===== config.mk =====
export PLATFORM = sky130hd
export DESIGN_NAME = ddr2_mode_tracker
export DESIGN_NICKNAME = d
export VERILOG_FILES = /design/src/rtl/ddr2_mrt_pkg.sv /design/src/rtl/ddr2_mrt_decode.sv /design/src/rtl/ddr2_mrt_store.sv /design/src/rtl/ddr2_mrt_window.sv /design/src/rtl/ddr2_mrt_latency.sv /design/src/rtl/ddr2_mode_tracker.sv
export SDC_FILE = /design/constraint.sdc
export NUM_CORES = 1
export LEC_CHECK = 0
export ABC_AREA = 1
export BUFFER_PORTS_ARGS = -buffer_cell sky130_fd_sc_hd__buf_2
export CAP_MARGIN = 20
export CORE_MARGIN = 2
export CORE_UTILIZATION = 43
export CTS_CLUSTER_DIAMETER = 100
export DETAILED_ROUTE_END_ITERATION = 10
export MAX_ROUTING_LAYER = met4
export PLACE_DENSITY = 0.72
export SLEW_MARGIN = 20
export SYNTH_ARGS = -nofsm -noshare
export SYNTH_HDL_FRONTEND = slang
export SYNTH_SLANG_ARGS = --single-unit
export TNS_END_PERCENT = 5

===== constraint.sdc =====
create_clock -name clk -period 1.75 [get_ports clk]
set_clock_uncertainty 0.15 [all_clocks]
set_input_delay 0.2625 -clock clk [delete_from_list [all_inputs] [get_ports clk]]
set_output_delay 0.2625 -clock clk [all_outputs]
set_load 0.005 [all_outputs]

===== src/rtl/ddr2_mrt_pkg.sv =====
package ddr2_mrt_pkg;

    localparam int FLD_W = 3;

    typedef enum logic [2:0] {
        CMD_MRS  = 3'b000,
        CMD_REF  = 3'b001,
        CMD_PRE  = 3'b010,
        CMD_ACT  = 3'b011,
        CMD_WR   = 3'b100,
        CMD_RD   = 3'b101,
        CMD_NOP  = 3'b111
    } cmd_e;

    // Field positions inside the mode word
    localparam int BL_LSB  = 0;
    localparam int BT_BIT  = 3;
    localparam int CL_LSB  = 4;
    localparam int TM_BIT  = 7;
    localparam int DLL_BIT = 8;
    localparam int AL_LSB  = 9;

    localparam logic [FLD_W-1:0] BL_CODE4 = 3'b010;
    localparam logic [FLD_W-1:0] BL_CODE8 = 3'b011;
    localparam logic [FLD_W-1:0] CL_MIN   = 3'd3;
    localparam logic [FLD_W-1:0] CL_MAX   = 3'd5;
    localparam logic [FLD_W-1:0] AL_MAX   = 3'd4;

    typedef struct packed {
        logic [FLD_W-1:0] cl;
        logic [FLD_W-1:0] al;
        logic             bl8;
        logic             interleave;
    } mode_cfg_t;

    typedef struct packed {
        mode_cfg_t cand;
        logic      cl_ok;
        logic      al_ok;
        logic      bl_ok;
        logic      test;
        logic      dll;
    } mr_fields_t;

    localparam mode_cfg_t RESET_CFG = '{cl: 3'd3, al: 3'd0, bl8: 1'b0, interleave: 1'b0};

    function automatic logic cl_supported(input logic [FLD_W-1:0] code);
        return (code >= CL_MIN) && (code <= CL_MAX);
    endfunction

    function automatic logic al_supported(input logic [FLD_W-1:0] code);
        return code <= AL_MAX;
    endfunction

    function automatic logic bl_supported(input logic [FLD_W-1:0] code);
        return (code == BL_CODE4) || (code == BL_CODE8);
    endfunction

endpackage


===== src/rtl/ddr2_mrt_decode.sv =====
module ddr2_mrt_decode
    import ddr2_mrt_pkg::*;
#(
    parameter int ADDR_W = 13
) (
    input  logic [ADDR_W-1:0] addr,
    output mr_fields_t        fields
);

    logic [FLD_W-1:0] bl_code;
    logic [FLD_W-1:0] cl_code;
    logic [FLD_W-1:0] al_code;
    logic             unused_hi;

    assign bl_code   = addr[BL_LSB +: FLD_W];
    assign cl_code   = addr[CL_LSB +: FLD_W];
    assign al_code   = addr[AL_LSB +: FLD_W];
    assign unused_hi = ^addr[ADDR_W-1:AL_LSB+FLD_W];

    always_comb begin
        fields                 = '0;
        fields.cand.cl         = cl_code;
        fields.cand.al         = al_code;
        fields.cand.bl8        = (bl_code == BL_CODE8);
        fields.cand.interleave = addr[BT_BIT];
        fields.cl_ok           = cl_supported(cl_code);
        fields.al_ok           = al_supported(al_code);
        fields.bl_ok           = bl_supported(bl_code);
        fields.test            = addr[TM_BIT];
        fields.dll             = addr[DLL_BIT];
    end

endmodule


===== src/rtl/ddr2_mrt_store.sv =====
module ddr2_mrt_store
    import ddr2_mrt_pkg::*;
(
    input  logic       clk,
    input  logic       rst,
    input  logic       wr,
    input  mr_fields_t fields,
    output mode_cfg_t  cfg,
    output logic       test_mode,
    output logic       cfg_err,
    output logic       dll_pulse
);

    always_ff @(posedge clk) begin
        if (rst) begin
            cfg       <= RESET_CFG;
            test_mode <= 1'b0;
            cfg_err   <= 1'b0;
            dll_pulse <= 1'b0;
        end else begin
            dll_pulse <= 1'b0;
            if (wr) begin
                if (fields.test) begin
                    test_mode <= 1'b1;
                end else begin
                    test_mode      <= 1'b0;
                    cfg.interleave <= fields.cand.interleave;
                    if (fields.cl_ok) cfg.cl  <= fields.cand.cl;
                    if (fields.al_ok) cfg.al  <= fields.cand.al;
                    if (fields.bl_ok) cfg.bl8 <= fields.cand.bl8;
                    cfg_err   <= !(fields.cl_ok && fields.al_ok && fields.bl_ok);
                    dll_pulse <= fields.dll;
                end
            end
        end
    end

endmodule


===== src/rtl/ddr2_mrt_window.sv =====
module ddr2_mrt_window #(
    parameter int WIN = 200
) (
    input  logic clk,
    input  logic rst,
    input  logic start,
    input  logic rd,
    output logic ready,
    output logic viol
);

    localparam int CNT_W = $clog2(WIN);
    localparam logic [CNT_W-1:0] LOAD = CNT_W'(WIN - 1);

    logic [CNT_W-1:0] remain;

    always_ff @(posedge clk) begin
        if (rst) begin
            remain <= '0;
            viol   <= 1'b0;
        end else begin
            viol <= rd && (remain != '0);
            if (start) begin
                remain <= LOAD;
            end else if (remain != '0) begin
                remain <= remain - 1'b1;
            end
        end
    end

    assign ready = (remain == '0);

endmodule


===== src/rtl/ddr2_mrt_latency.sv =====
module ddr2_mrt_latency
    import ddr2_mrt_pkg::*;
#(
    parameter int LAT_W = 4
) (
    input  mode_cfg_t        cfg,
    output logic [LAT_W-1:0] rl,
    output logic [LAT_W-1:0] wl
);

    always_comb begin
        rl = LAT_W'(cfg.cl) + LAT_W'(cfg.al);
        wl = rl - 1'b1;
    end

endmodule


===== src/rtl/ddr2_mode_tracker.sv =====
module ddr2_mode_tracker
    import ddr2_mrt_pkg::*;
#(
    parameter int ADDR_W = 13,
    parameter int BANK_W = 2,
    parameter int LAT_W  = 4,
    parameter int WIN    = 200
) (
    input  logic              clk,
    input  logic              rst,
    input  logic              cmd_valid,
    input  logic [2:0]        cmd_code,
    input  logic [BANK_W-1:0] cmd_bank,
    input  logic [ADDR_W-1:0] cmd_addr,
    output logic [FLD_W-1:0]  cl_o,
    output logic [FLD_W-1:0]  al_o,
    output logic              bl8_o,
    output logic              burst_il_o,
    output logic [LAT_W-1:0]  rl_o,
    output logic [LAT_W-1:0]  wl_o,
    output logic              test_mode_o,
    output logic              cfg_err_o,
    output logic              dll_reset_o,
    output logic              dll_ready_o,
    output logic              read_viol_o
);

    mr_fields_t fields;
    mode_cfg_t  cfg;
    logic       mrs_seen;
    logic       rd_seen;

    assign mrs_seen = cmd_valid && (cmd_code == CMD_MRS) && (cmd_bank == '0);
    assign rd_seen  = cmd_valid && (cmd_code == CMD_RD);

    ddr2_mrt_decode #(.ADDR_W(ADDR_W)) u_dec (
        .addr   (cmd_addr),
        .fields (fields)
    );

    ddr2_mrt_store u_store (
        .clk       (clk),
        .rst       (rst),
        .wr        (mrs_seen),
        .fields    (fields),
        .cfg       (cfg),
        .test_mode (test_mode_o),
        .cfg_err   (cfg_err_o),
        .dll_pulse (dll_reset_o)
    );

    ddr2_mrt_window #(.WIN(WIN)) u_win (
        .clk   (clk),
        .rst   (rst),
        .start (mrs_seen && fields.dll && !fields.test),
        .rd    (rd_seen),
        .ready (dll_ready_o),
        .viol  (read_viol_o)
    );

    ddr2_mrt_latency #(.LAT_W(LAT_W)) u_lat (
        .cfg (cfg),
        .rl  (rl_o),
        .wl  (wl_o)
    );

    assign cl_o       = cfg.cl;
    assign al_o       = cfg.al;
    assign bl8_o      = cfg.bl8;
    assign burst_il_o = cfg.interleave;

endmodule


* Word level (Yosys, flattened, before mapping)
Index checks and enable logic that the tools add are counted.
Storage, ports and cells: output and inout bits 21, word-level logic and storage cells 47, register bits 20
Operators by class: multiplexer cells 3, order comparisons 3, bitwise logic cells 2, equality and inequality tests 3, reductions and logical operators 23, add/sub/neg operators 3
Operators by type and width (count):
- 2-to-1 mux 8 bit | 2
- logical AND 1 bit | 9
- AND reduction 3 bit | 3
- zero test 8 bit | 1
- nonzero test 8 bit | 1
- subtractor 8 x 1 -> 8 bit (second input constant) | 1
- equality test 3 x 2 -> 1 bit (second input constant) | 2
- less-or-equal comparator 3 bit (second input constant) | 2
- adder 3 x 3 -> 4 bit | 1
- subtractor 4 x 1 -> 4 bit (second input constant) | 1
- equality test 3 bit (second input constant) | 1
- >= comparator 3 x 2 -> 1 bit (second input constant) | 1
- zero test 3 bit | 1
- OR reduction 3 bit | 1
- zero test 1 bit | 2
- zero test 2 bit | 1
- inverter 1 bit | 2
- AND reduction 2 bit | 1
- nonzero test 2 bit | 1
- OR reduction 2 bit | 1
- logical OR 1 bit | 1
- 2-to-1 mux 1 bit | 1

* Depth between registers and ports, before layout
depth in word-level cells 6, depth in mapped cells 9, depth with buffers taken out 9

* By module
A second synthesis with hierarchy kept.
Unflattened totals: cell total of the unflattened synthesis 184, area, all modules 1234.9 sq um
By module, submodules not included:
- ddr2_mrt_window | times used 1, area each 471.7 sq um, cells each 66, sequential area each 180.2 sq um
- ddr2_mrt_store | times used 1, area each 429.2 sq um, cells each 61, sequential area each 220.2 sq um
- ddr2_mrt_latency | times used 1, area each 172.7 sq um, cells each 28, sequential area each 0.0 sq um
- ddr2_mrt_decode | times used 1, area each 110.1 sq um, cells each 19, sequential area each 0.0 sq um
- ddr2_mode_tracker | times used 1, area each 51.3 sq um, cells each 10, sequential area each 0.0 sq um

* Worst setup path before layout
Ideal clock, no wire load.
kind reg2out, start point reg, netlist name u_store.cfg[5], end point out wl_o[2], data required time 1.337 ns, path buffers 0, data arrival time 1.472 ns, cell stages (with the launch flop) 6, slack -0.135 ns, cell sequence dfxtp_1 ha_1 fa_1 inv_1 ha_1 xor2_1
On the way: longest elaborated chain between the ends 2
RTL lines:
- adder 3 x 3 -> 4 bit | line ddr2_mrt_latency.sv:12 | rl = LAT_W'(cfg.cl) + LAT_W'(cfg.al);
- named net rl_o[1] | line ddr2_mode_tracker.sv:19 | output logic [LAT_W-1:0] rl_o,
- subtractor 4 x 1 -> 4 bit | line ddr2_mrt_latency.sv:13 | wl = rl - 1'b1;
- end: declaration | line ddr2_mode_tracker.sv:20 | output logic [LAT_W-1:0] wl_o,
The timed path passes the listed nets, and every way through them passes these cells.

* Worst setup path in the final report
start point reg, netlist name u_store.cfg[5], end point out wl_o[2]
On the way: longest elaborated chain between the ends 2
RTL lines (line):
- adder 3 x 3 -> 4 bit | ddr2_mrt_latency.sv:12
- subtractor 4 x 1 -> 4 bit | ddr2_mrt_latency.sv:13
Every way passes these cells.

==> results by group <==
Yosys
  – Avg Inst Size Synth: 7.52 um2
  – Mapped Area: 0.00113 mm2
  – Share of the yosys chip area belonging to registers: 35.3%
  – Area leader, netlist: dfxtp_1
  – Largest cells by area after synthesis: dfxtp_1 35%, nand2_1 11%, nor2_1 6.6%
  – Yosys cell types: 29
  – Post-synth top area share: 35.3%
  – #FFs+latches synth: 20
  – Yosys warns: 0
  – Syn Inst Count: 151
  – Synth Net Count: 178

Die
  – Die H: 55.4 um
  – # rows: 18
  – Die footprint: 0.00307 mm2
  – IO Pins: 42
  – Die width: 55.4 um
  – Core ar.: 0.00250 mm2
  – Initial Utilization: 45.4%

STA
  – Minimum clock period: 2240 ps
  – Final WS setup: -495 ps
  – Worst Tran Pin Value: 320 ps
  – Setup TNS: -1780 ps
  – RSZ-0062 raised after global routing: true
  – Fin. max-slew vios: 0
  – Fin. Hold Viols: 0
  – Final setup fails: 6
  – Period utilisation layout: 128%
  – Fmax: 0.445 GHz
  – Slew HR: 78.5%

Drt
  – Initial DRC count: 32
  – Avg WL per Cell: 11.6 um
  – Via density: 4.94
  – First-pass detailed-route iteration total: 4
  – Via count: 1132
  – Drt total wl: 2.66 mm
  – Post-route ant nets: 0
  – DRC viols: 0

Power and ir drop
  – PD cells: 990 mW/mm2
  – Leakage: 0.784 nW
  – Maximum VDD drop: 1.19 mV
  – Tot Pwr: 0.00152 W

Min path
  – Worst Hold Launch: cmd_addr[0]
  – Worst Hold Endpoint: u_store.cfg[1]
  – Hold path depth: 3
  – Worst Hold Class: primary input to flip-flop

Cells and area
  – Area growth syn-to-layout: 34.8%
  – Nets: 228
  – Fillers: 217
  – N_diodes: 0
  – Fraction of layout cells with a size suffix above 1: 39.7%
  – Area of the multi-input gates: 731 um2
  – Register Area: 404 um2
  – Fin cells: 229
  – Share of the core filled with cells: 61.2%
  – Final Cell Area: 0.00153 mm2

Placed design
  – DP HPWL: 2.11 mm
  – Post-Place Cell Area: 0.00146 mm2
  – Inst Count DP: 226
  – Placer congestion estimate: 0.882
  – Port Buffers: 40

Global route
  – Largest net degree at the start of global routing: 11
  – Vias in the first global route: 1089
  – Total congestion overflow: 0
  – GRT Resource Usage Total: 19.1%
  – Initial antenna violation count: 0
  – First-pass GRT wire length: 4.66 mm

Clocking
  – Clock transition at the registers of the reported paths: 110 ps
  – Clk sink count: 20
  – Root buffer cell: clkbuf_4
  – H-tree depth: 1
  – TritonCTS clock tree: done
  – Post-CTS setup buffer count: 0
  – TritonCTS Buffers: 3
  – Clk buf depth: 2
  – Clock latency on the worst-skew pair: 300 ps

Worst setup path
  – RR Endpoint: u_win.remain[5]
  – CP startpoint kind: flip-flop
  – FF-to-FF path depth: 7
  – Crit path capture type: output port
  – CP arrival: 1830 ps
  – Critical R2R Launch: u_win.remain[1]
  – Worst Path Required: 1340 ps
  – Crit-path max FO: 3
  – Worst R2R Setup Slack: 400 ps
  – Critical path class: flip-flop to output port

Outcome
  – Failing checks: negative setup slack
  – Outcome: finished with violations

Job
  – Maxcap violations: 0
report_power, final:
part           total [W]  switching, W  leakage [nW]  internal (W)
registers       0.000604     0.0000644         0.162      0.000540
logic           0.000690      0.000410         0.608      0.000280
clock network   0.000221      0.000141        0.0138     0.0000804
layout by cell type, fill, tap and decap left out:
master and instances:
o21ai_1 3, inv_1 15, nand3_4 2, nor3_1 1, nand4_1 4, dfxtp_1 17, buf_6 1, clkinv_1 1
xor2_2 1, a21oi_2 1, clkinv_4 1, nor3_2 1, nand3b_1 1, or2_1 1, nor2_8 1, nand4_4 1
nor2_2 2, nand2_2 3, nor2_1 20, xnor2_1 1, nand4_2 1, fa_2 1, ha_4 5, nand3_1 8
buf_4 6, nor2_4 3, dfxtp_2 3, clkbuf_4 3, nand2_1 32, buf_2 39, xor2_1 3, o21ai_0 5
a21oi_1 8, inv_2 4
through the flow:
| stage | worst slack, ps | hold WS [ps] |
|---|---|---|
| floorplan | -73.9 | 247 |
| global placement | -153 | 280 |
| detailed placement | -186 | 286 |
| CTS | -512 | 16.1 |
| global route | -575 | 29.9 |
| finish | -495 | 29.8 |
layer usage:
metal	up-vias	wire length (um)	track usage [%]
met1	518	1120	21.6
met2	28	1370	32.5
met5	-	0	-
met3	4	151	6.09
li1	582	-	-
met4	0	23	5.23
cell families after synthesis:
family,count (synthesis),share of synthesized area (%)
AND/OR/NAND/NOR,81,37.9
buffers and inverters,22,7.83
adder cells (fa/ha/maj),6,7.28
flip-flops,20,35.3
AO/OA/AOI/OAI,17,7.83
XOR/XNOR,5,3.86
synth_stat cells (all sizes together):
cell,n
nand3,10
nand3b,1
nand2,35
dfxtp,20
buf,1
fa,1
inv,19
nand4,6
nor3,2
nor2,26
xnor2,1
xor2,4
o21ai,8
ha,5
clkinv,2
a21oi,9
or2,1
critical path, cell delays in order, from the launching register on:
cell and delay (ps):
dfxtp_2 350, ha_4 160, fa_2 560, inv_2 50, ha_4 150, xor2_1 130
buf_2 130
sequential cells by signal, summed over array words and instances (netlist names):
signal and count:
u_store.cfg 8, u_win.remain 8, u_store.cfg_err 1, u_store.test_mode 1
u_store.dll_pulse 1, u_win.viol 1
final cells by class:
class / count / share of cell area (%)
clock buffers: 3 / 1.47
inverters: 21 / 5.48
multi-input cells: 109 / 47.8
flip-flops and latches: 20 / 26.4
well taps: 30 / 2.45
repair buffers: 46 / 16.4
how the worst max path moves through the flow:
stage / from / endpoint / slack (ps)
CTS: u_store.cfg[5] / wl_o[2] / -510
detailed placement: u_store.cfg[2] / wl_o[2] / -190
global placement: u_store.cfg[2] / wl_o[2] / -150
floorplan: u_store.cfg[2] / wl_o[2] / -70
finish: u_store.cfg[5] / wl_o[2] / -490
global route: u_store.cfg[5] / wl_o[2] / -570
what timing repair did:
item | in CTS | in global routing
hold buffers | 0 | 0
gates resized for setup | 8 | 0
setup endpoints to repair | 7 | 7
pin swaps | 7 | 0
(Power assumes the default switching activity.)
